==> src/rtl/segctr_pkg.sv <==
package segctr_pkg;

   localparam int SEG_W = 2;
   localparam int REG_W = 16;

   typedef logic [SEG_W-1:0] seg_t;

   typedef struct packed {
      seg_t first;
      seg_t last;
      seg_t now;
   } lane_t;

   localparam int LANES   = 2;
   localparam int LANE_RD = 0;
   localparam int LANE_WR = 1;

   // field least-significant bit positions, per lane
   localparam int RD_FIRST_LSB = 13;
   localparam int RD_LAST_LSB  = 11;
   localparam int RD_NOW_LSB   = 8;
   localparam int WR_FIRST_LSB = 6;
   localparam int WR_LAST_LSB  = 3;
   localparam int WR_NOW_LSB   = 0;

   localparam logic [REG_W-1:0] RSVD_MASK = 16'h8424;

   localparam seg_t  SEG_TOP    = '1;
   localparam lane_t LANE_RESET = '{first: '0, last: SEG_TOP, now: '0};

   function automatic int first_lsb(input int lane);
      return (lane == LANE_RD) ? RD_FIRST_LSB : WR_FIRST_LSB;
   endfunction

   function automatic int last_lsb(input int lane);
      return (lane == LANE_RD) ? RD_LAST_LSB : WR_LAST_LSB;
   endfunction

   function automatic int now_lsb(input int lane);
      return (lane == LANE_RD) ? RD_NOW_LSB : WR_NOW_LSB;
   endfunction

   function automatic lane_t word_to_lane(input logic [REG_W-1:0] w, input int lane);
      lane_t l;
      l.first = w[first_lsb(lane) +: SEG_W];
      l.last  = w[last_lsb(lane)  +: SEG_W];
      l.now   = w[now_lsb(lane)   +: SEG_W];
      return l;
   endfunction

   function automatic logic [REG_W-1:0] lanes_to_word(input lane_t rd, input lane_t wr);
      logic [REG_W-1:0] w;
      w = '0;
      w[RD_FIRST_LSB +: SEG_W] = rd.first;
      w[RD_LAST_LSB  +: SEG_W] = rd.last;
      w[RD_NOW_LSB   +: SEG_W] = rd.now;
      w[WR_FIRST_LSB +: SEG_W] = wr.first;
      w[WR_LAST_LSB  +: SEG_W] = wr.last;
      w[WR_NOW_LSB   +: SEG_W] = wr.now;
      return w;
   endfunction

endpackage

==> src/rtl/segctr_step.sv <==
// Next segment for one advance: last -> first, otherwise +1 modulo the
// segment count, which yields the roll-through for out-of-window values.
module segctr_step
   import segctr_pkg::*;
#(
   parameter int W = SEG_W
) (
   input  logic [W-1:0] now,
   input  logic [W-1:0] first,
   input  logic [W-1:0] last,
   output logic [W-1:0] next
);
   localparam logic [W-1:0] ONE = {{(W-1){1'b0}}, 1'b1};

   logic          at_last;
   logic [W-1:0]  incr;

   assign at_last = (now == last);
   assign incr    = now + ONE;   // natural wrap of the top segment to 0
   assign next    = at_last ? first : incr;
endmodule

==> src/rtl/segctr_lane.sv <==
// One counter: first/last/now with load > restart > advance priority.
module segctr_lane
   import segctr_pkg::*;
#(
   parameter lane_t RESET_VAL = LANE_RESET
) (
   input  logic  clk,
   input  logic  rst_n,
   input  logic  active,
   input  logic  load,
   input  lane_t load_val,
   input  logic  restart,
   input  logic  advance,
   output lane_t state
);
   lane_t lane_q, lane_d;
   seg_t  stepped;

   segctr_step #(.W(SEG_W)) u_step (
      .now   (lane_q.now),
      .first (lane_q.first),
      .last  (lane_q.last),
      .next  (stepped)
   );

   always_comb begin
      lane_d = lane_q;
      if (active) begin
         if (load)
            lane_d = load_val;
         else if (restart)
            lane_d.now = lane_q.first;
         else if (advance)
            lane_d.now = stepped;
      end
   end

   always_ff @(posedge clk or negedge rst_n) begin
      if (!rst_n) lane_q <= RESET_VAL;
      else        lane_q <= lane_d;
   end

   assign state = lane_q;
endmodule

==> src/rtl/segctr_set.sv <==
// One register set: a read lane and a write lane decoded from one word.
module segctr_set
   import segctr_pkg::*;
#(
   parameter int WORD_W = REG_W
) (
   input  logic              clk,
   input  logic              rst_n,
   input  logic              active,
   input  logic              cfg_we,
   input  logic [WORD_W-1:0] cfg_wdata,
   input  logic              restart,
   input  logic              rd_cycle,
   input  logic              wr_cycle,
   output lane_t             rd_lane,
   output lane_t             wr_lane
);
   lane_t lane_st [LANES];
   logic  lane_adv [LANES];

   assign lane_adv[LANE_RD] = rd_cycle;
   assign lane_adv[LANE_WR] = wr_cycle;

   for (genvar g = 0; g < LANES; g++) begin : g_lane
      segctr_lane #(.RESET_VAL(LANE_RESET)) u_lane (
         .clk      (clk),
         .rst_n    (rst_n),
         .active   (active),
         .load     (cfg_we),
         .load_val (word_to_lane(cfg_wdata, g)),
         .restart  (restart),
         .advance  (lane_adv[g]),
         .state    (lane_st[g])
      );
   end

   assign rd_lane = lane_st[LANE_RD];
   assign wr_lane = lane_st[LANE_WR];
endmodule

==> src/rtl/seg_counter_dual.sv <==
module seg_counter_dual
   import segctr_pkg::*;
#(
   parameter  int NUM_SETS = 2,
   parameter  int WORD_W   = REG_W,
   parameter  int SEGW     = SEG_W,
   localparam int SEL_W    = (NUM_SETS > 1) ? $clog2(NUM_SETS) : 1
) (
   input  logic              clk,
   input  logic              rst_n,
   input  logic              cfg_we,
   input  logic [WORD_W-1:0] cfg_wdata,
   input  logic              rd_cycle,
   input  logic              wr_cycle,
   input  logic              restart,
   input  logic [SEL_W-1:0]  set_sel,
   output logic [SEGW-1:0]   rd_seg,
   output logic [SEGW-1:0]   wr_seg,
   output logic [WORD_W-1:0] cfg_rdata
);
   if (WORD_W != REG_W) begin : g_bad_word
      $error("seg_counter_dual: WORD_W must equal the packed layout width");
   end
   if (SEGW != SEG_W) begin : g_bad_seg
      $error("seg_counter_dual: SEGW must equal the package segment width");
   end
   if (NUM_SETS < 2 || (1 << SEL_W) != NUM_SETS) begin : g_bad_sets
      $error("seg_counter_dual: NUM_SETS must be a power of two, at least 2");
   end

   lane_t rd_lanes [NUM_SETS];
   lane_t wr_lanes [NUM_SETS];
   lane_t rd_cur, wr_cur;

   for (genvar s = 0; s < NUM_SETS; s++) begin : g_set
      segctr_set #(.WORD_W(WORD_W)) u_set (
         .clk       (clk),
         .rst_n     (rst_n),
         .active    (set_sel == SEL_W'(s)),
         .cfg_we    (cfg_we),
         .cfg_wdata (cfg_wdata),
         .restart   (restart),
         .rd_cycle  (rd_cycle),
         .wr_cycle  (wr_cycle),
         .rd_lane   (rd_lanes[s]),
         .wr_lane   (wr_lanes[s])
      );
   end

   assign rd_cur    = rd_lanes[set_sel];
   assign wr_cur    = wr_lanes[set_sel];
   assign rd_seg    = rd_cur.now;
   assign wr_seg    = wr_cur.now;
   assign cfg_rdata = lanes_to_word(rd_cur, wr_cur);
endmodule

==> config.mk <==
export PLATFORM = sky130hd
export DESIGN_NAME = seg_counter_dual
export DESIGN_NICKNAME = d
export VERILOG_FILES = /design/src/rtl/segctr_pkg.sv /design/src/rtl/segctr_step.sv /design/src/rtl/segctr_lane.sv /design/src/rtl/segctr_set.sv /design/src/rtl/seg_counter_dual.sv
export SDC_FILE = /design/constraint.sdc
export NUM_CORES = 1
export LEC_CHECK = 0
export ABC_AREA = 1
export BUFFER_PORTS_ARGS = -buffer_cell sky130_fd_sc_hd__buf_2
export CORE_ASPECT_RATIO = 0.9
export CORE_MARGIN = 2
export CORE_UTILIZATION = 50
export CTS_CLUSTER_DIAMETER = 80
export DETAILED_ROUTE_END_ITERATION = 8
export PLACE_DENSITY = 0.76
export SYNTH_ARGS = -nofsm -noshare
export SYNTH_HDL_FRONTEND = slang
export SYNTH_HIERARCHICAL = 1
export SYNTH_SLANG_ARGS = --single-unit
==> constraint.sdc <==
create_clock -name clk -period 2.3 [get_ports clk]
set_clock_uncertainty 0.15 [all_clocks]
set_input_delay 0.115 -clock clk [delete_from_list [all_inputs] [get_ports clk]]
set_output_delay 0.115 -clock clk [all_outputs]
set_load 0.02 [all_outputs]
# ---- Word level (Yosys, flattened, before mapping)
# Index checks and enable logic that the tools add are counted.
dict set report word_totals {
  register_bits 24
  word_cells 53
  output_inout_bits 20
  input_bits 23
}
dict set report op_classes {
  eq_ne 4
  n_bitwise 2
  order_cmp 1
  n_reduce_logical 8
  mux 22
  add_sub_neg 4
}
# cell count
set ops {}
lappend ops {{$mux 6} 6}
lappend ops {{$mux 2} 16}
lappend ops {{$reduce_and 2->1} 6}
lappend ops {{$add 2x1->2 const B} 4}
lappend ops {{$eq 2x2->1} 4}
lappend ops {{$reduce_bool 3->1} 2}
lappend ops {{$ge 2x2->1 const B} 1}
lappend ops {{$not 1->2} 1}
lappend ops {{$not 1->1} 1}

# ---- Longest topological paths before layout
dict set report logic_depth {
  depth_word 5
  ltp_mapped 10
  depth_no_buf 10
}

# ---- By module
# Netlist, hierarchy kept.
# module cells_each n_inst area_each_um2 seq_area_each_um2
set by_module_without_submodules {}
lappend by_module_without_submodules {segctr_lane 37 4 287.8 152.6}
lappend by_module_without_submodules {segctr_step 18 4 82.6 0.0}
lappend by_module_without_submodules {seg_counter_dual 48 1 221.5 0.0}

# ---- Worst setup path before layout
# No wires, ideal clock.
dict set report synth_path {
  path_type {register to register}
  start {register g_set[0].u_set.g_lane[0].u_lane.lane_q, in the netlist g_set[0].u_set/g_lane[0].u_lane/state[2]}
  end {register g_set[0].u_set.g_lane[0].u_lane.lane_q, in the netlist g_set[0].u_set/g_lane[0].u_lane/state[1]}
  required_ns 2.033
  setup_slack_ns 1.012
  n_path_buf 0
  setup_time_ns 0.117
  stages_incl_launch_ff 10
  period_less_slack_ns 1.288
  arrival_ns 1.021
  cell_sequence {dfstp_2 > nand2_1 > nand2_2 > nand2_2 > nand2_1 > nand2_1 > nand2_1 > nand3_1 > nand3_1 > nand2_1}
}
dict set report synth_via {
  elab_chain_len 5
}
# item line_no
set synth_lines {}
lappend synth_lines {{start: declaration} segctr_lane.sv:16} ;# lane_t lane_q, lane_d;
lappend synth_lines {{start signal: assignment} segctr_lane.sv:40} ;# else lane_q <= lane_d;
lappend synth_lines {{$eq 2x2->1} segctr_step.sv:18} ;# assign at_last = (now == last);
lappend synth_lines {{$mux 2} segctr_step.sv:20} ;# assign next = at_last ? first : incr;
lappend synth_lines {{net g_set[0].u_set.g_lane[0].u_lane.stepped[1]} segctr_lane.sv:17} ;# seg_t stepped;
lappend synth_lines {{$mux 2} segctr_lane.sv:33} ;# else if (advance)
lappend synth_lines {{$mux 2} segctr_lane.sv:31} ;# else if (restart)
lappend synth_lines {{$mux 2} segctr_lane.sv:29} ;# if (load)
# The timed path passes the listed nets, and every way through them passes these cells. The select of a mux whose other input is x is not followed.
# A chain may end at the register's enable or synchronous reset.

# ---- Worst setup path in the final report
dict set report layout_path {
  start {register g_set[1].u_set.g_lane[0].u_lane.lane_q, in the netlist g_set[1].u_set/g_lane[0].u_lane/state[2]}
  end {register g_set[1].u_set.g_lane[0].u_lane.lane_q, in the netlist g_set[1].u_set/g_lane[0].u_lane/state[0]}
}
dict set report layout_via {
  elab_chain_len 5
}
# item line_no
set layout_lines {}
lappend layout_lines {{start: declaration} segctr_lane.sv:16}
lappend layout_lines {{start signal: assignment} segctr_lane.sv:40}
lappend layout_lines {{$eq 2x2->1} segctr_step.sv:18}
lappend layout_lines {{$mux 2} segctr_step.sv:20}
lappend layout_lines {{net g_set[1].u_set.g_lane[0].u_lane.stepped[0]} segctr_lane.sv:17}
lappend layout_lines {{$mux 2} segctr_lane.sv:33}
lappend layout_lines {{$mux 2} segctr_lane.sv:31}
lappend layout_lines {{$mux 2} segctr_lane.sv:29}
# The timed path passes the listed nets, and every way through them passes these cells. The select of a mux whose other input is x is not followed.

==> results.cfg <==
[layout]
fin_util_pct = 61.0
finalNonFillerCells = 353
nFillCells = 315
nets = 333
antenna_cells = 0
largest_register_ffs = 24
drive_above_1_share_pct = 20.7
area_delta_synth_final_pct = 19.2

[timing]
final.setup.tns_ns = 0
worst_slew_pin_slew_ns = 0.556
rsz0062_at_grt = false
max_freq_mhz = 689
slew_headroom_pct = 62.9
timing.final.crit_share_pct = 63.1
hold_viol_final = 0
maxSlewViolCount = 0
period_needed_ns = 1.45
setup_violations = 0

[floorplan]
rows = 20
fp.dieW_um = 65.5
fp.coreArea_sq_um = 3330
die_y_um = 59.4
start_util_pct = 51.2
ioPinCount = 43
dieArea_sq_um = 3890

[setup_path]
r2r-end = g_set[1].u_set/g_lane[0].u_lane/state[0]
cp_cell_sequence = nand2_1 -> nand2_2 -> nand2_2 -> nand2_1 -> nand2_1 -> nand2_1 -> nand3_1 -> nand3_1 -> nand2_1
critPathLaunchType = register
crit_family = simple AND/OR/NAND/NOR gates
critPathKind = reg2reg
cpMaxStageDelayCell = dfstp_2
reg2reg_from = g_set[1].u_set/g_lane[0].u_lane/state[2]
worst-r2r-setup-slack_ns = 0.85
arrival_ns = 1.47
rr_worst_depth = 9
cp_common_cell = nand2_1
worstPathRequired_ns = 2.31
setup.worst_path.end_class = register
critPathMaxStageDelay_ns = 0.56
cp_max_fo = 4
path_buf_inv = 0

[clock_tree]
cts_setup_buffers = 0
cts_max_path_buffers = 2
clkLatencyLatePin_ns = 0.27
path_clk_slew_ns = 0.10
cts_tree = built
cts-root-buf = clkbuf_8
clkSinkCount = 24
cts_max_level = 1
numCtsBuffers = 3

[power_and_ir_drop]
vdd_drop_max_uv = 424
seqPwrFrac_pct = 40.0
swShare_pct = 37.0
leakage_nw = 1.18
intPower_mw = 0.909
power_density_nw_per_um2 = 711
p_sw_mw = 0.534
combPwrFrac_pct = 33.6
clockPowerShare_pct = 26.4

[global_route]
antenna_found_initial = 0
grt_usage_pct = 23.2
grt_first_pass_wirelength_um = 6910
grt_pass1_vias = 1498
grt_max_degree = 25
overflow = 0

[routing]
routed_wl_um = 4110
final_antenna_net_count = 0
wl_per_cell_um = 11.6
drt-pass1-iter-count = 4
num_vias = 1716
drc = 0
viasPerCell = 4.86
drt_iter0_markers = 125

[synth]
syn_inst = 268
ys_seq_elements = 24
synth_cell_types = 13
yosysWarnings = 6
avgSynthCellArea_sq_um = 6.35
synth.yosys.seq_area_share_pct = 35.9
syn_area_sq_um = 1700

[placement]
port-buffer-count = 34
place_congestion = 0.827
hpwlAfterDp_um = 2780
place_inst = 340

[min_path]
hp-class = in2reg
worstHoldEndpoint = g_set[0].u_set/g_lane[1].u_lane/state[1]
min-delay-start = cfg_wdata[1]
min_path_cells = 4

[flow_run]
drv_cap = 0

[run_status]
status = complete, no violations
==> cells in the mapped netlist <==
master,n,area share [%]
buf_6,1,0.66
dfstp_2,8,12
nand2_1,132,29
buf_4,9,4.0
nand2_2,12,4.4
xor2_1,4,2.1
o21ai_0,4,1.2
inv_1,20,4.4
or2_0,8,2.9
inv_2,5,1.1
nand3_1,48,14
dfrtp_1,16,24
conb_1,1,0.22
==> metal layers <==
metal | vias to the layer above | track usage, % | share of wire, %
met5 | - | 0 | 0
met3 | 6 | 1.90 | 4.4
met1 | 757 | 35.0 | 49
met2 | 47 | 34.8 | 45
met4 | 0 | 8.93 | 1.3
li1 | 906 | - | -
==> layout make-up <==
| class | count | area (sq um) | area share [%] |
|---|---|---|---|
| Clock buffer | 3 | 41.3 | 2.03 |
| Clock inverter | 1 | 30.0 | 1.48 |
| Inverter | 25 | 93.8 | 4.62 |
| Multi-Input combinational cell | 212 | 931 | 45.9 |
| Sequential cell | 24 | 611 | 30.1 |
| Tap cell | 44 | 55.1 | 2.71 |
| Timing Repair Buffer | 44 | 268 | 13.2 |
==> cells in the final DEF (no fill, tap or decap), drive strengths merged <==
master and instances:
nand3 48, dfrtp 16, dlygate4sd3 9, xor2 4, buf 35, conb 4
bufinv 1, or2 8, clkbuf 3, nand2 144, o21ai 4, inv 25
dfstp 8
==> tightest hold or removal path, stage by stage <==
cell and delay [ns]:
buf_2 0.09, or2_0 0.10, nand3_1 0.07, nand2_1 0.06
==> kinds of logic after synthesis <==
group                  Yosys count  synth area share [%]
XOR/XNOR                         4                  2.06
flip-flops                      24                  35.9
AO/OA/AOI/OAI                    4                  1.18
buffers and inverters           35                  10.1
other                            1                 0.220
AND/OR/NAND/NOR                200                  50.6
==> power groups by stage <==
| stage | Clock [mW] | Sequential, mW | Combinational (mW) |
|---|---|---|---|
| 6_report | 0.380 | 0.577 | 0.485 |
| 3_3_place_gp | 0 | 0.582 | 0.461 |
| 5_1_grt | 0.401 | 0.591 | 0.550 |
| 3_5_place_dp | 0 | 0.583 | 0.469 |
| 4_1_cts | 0.387 | 0.576 | 0.484 |
| 2_1_floorplan | 0 | 0.561 | 0.372 |
==> how the worst max path moves through the flow <==
stage	to	cells past startpoint	slack, ns	startpoint
2_1_floorplan	g_set[0].u_set/g_lane[0].u_lane/state[1]	9	1.01	g_set[0].u_set/g_lane[0].u_lane/state[2]
3_3_place_gp	g_set[1].u_set/g_lane[1].u_lane/state[0]	9	0.92	g_set[1].u_set/g_lane[1].u_lane/state[2]
3_5_place_dp	g_set[1].u_set/g_lane[1].u_lane/state[0]	9	0.90	g_set[1].u_set/g_lane[1].u_lane/state[2]
4_1_cts	g_set[1].u_set/g_lane[0].u_lane/state[0]	9	0.85	g_set[1].u_set/g_lane[0].u_lane/state[2]
5_1_grt	g_set[1].u_set/g_lane[0].u_lane/state[0]	9	0.76	g_set[1].u_set/g_lane[0].u_lane/state[3]
6_report	g_set[1].u_set/g_lane[0].u_lane/state[0]	9	0.85	g_set[1].u_set/g_lane[0].u_lane/state[2]
==> repair_timing <==
| action | 4_1_cts | 5_1_grt |
|---|---|---|
| endpoints found under the hold margin | 32 | 0 |
| endpoints found under the setup margin | 0 | 0 |
| resized for setup | 0 | 0 |
| hold buffers | 9 | 0 |
==> stage by stage <==
step / setup WS (ns) / hold WS, ns / total power [mW] / cell area [sq um]
after floorplan: 1.01 / -0.331 / 0.933 / 1710
after global placement: 0.916 / -0.0140 / 1.04 / 1870
after detailed placement: 0.895 / -0.0200 / 1.05 / 1870
after CTS: 0.855 / 0.0319 / 1.45 / 2030
after global routing: 0.764 / 0.0476 / 1.54 / 2030
final: 0.848 / 0.0349 / 1.44 / 2030
(Power assumes the default switching activity.)
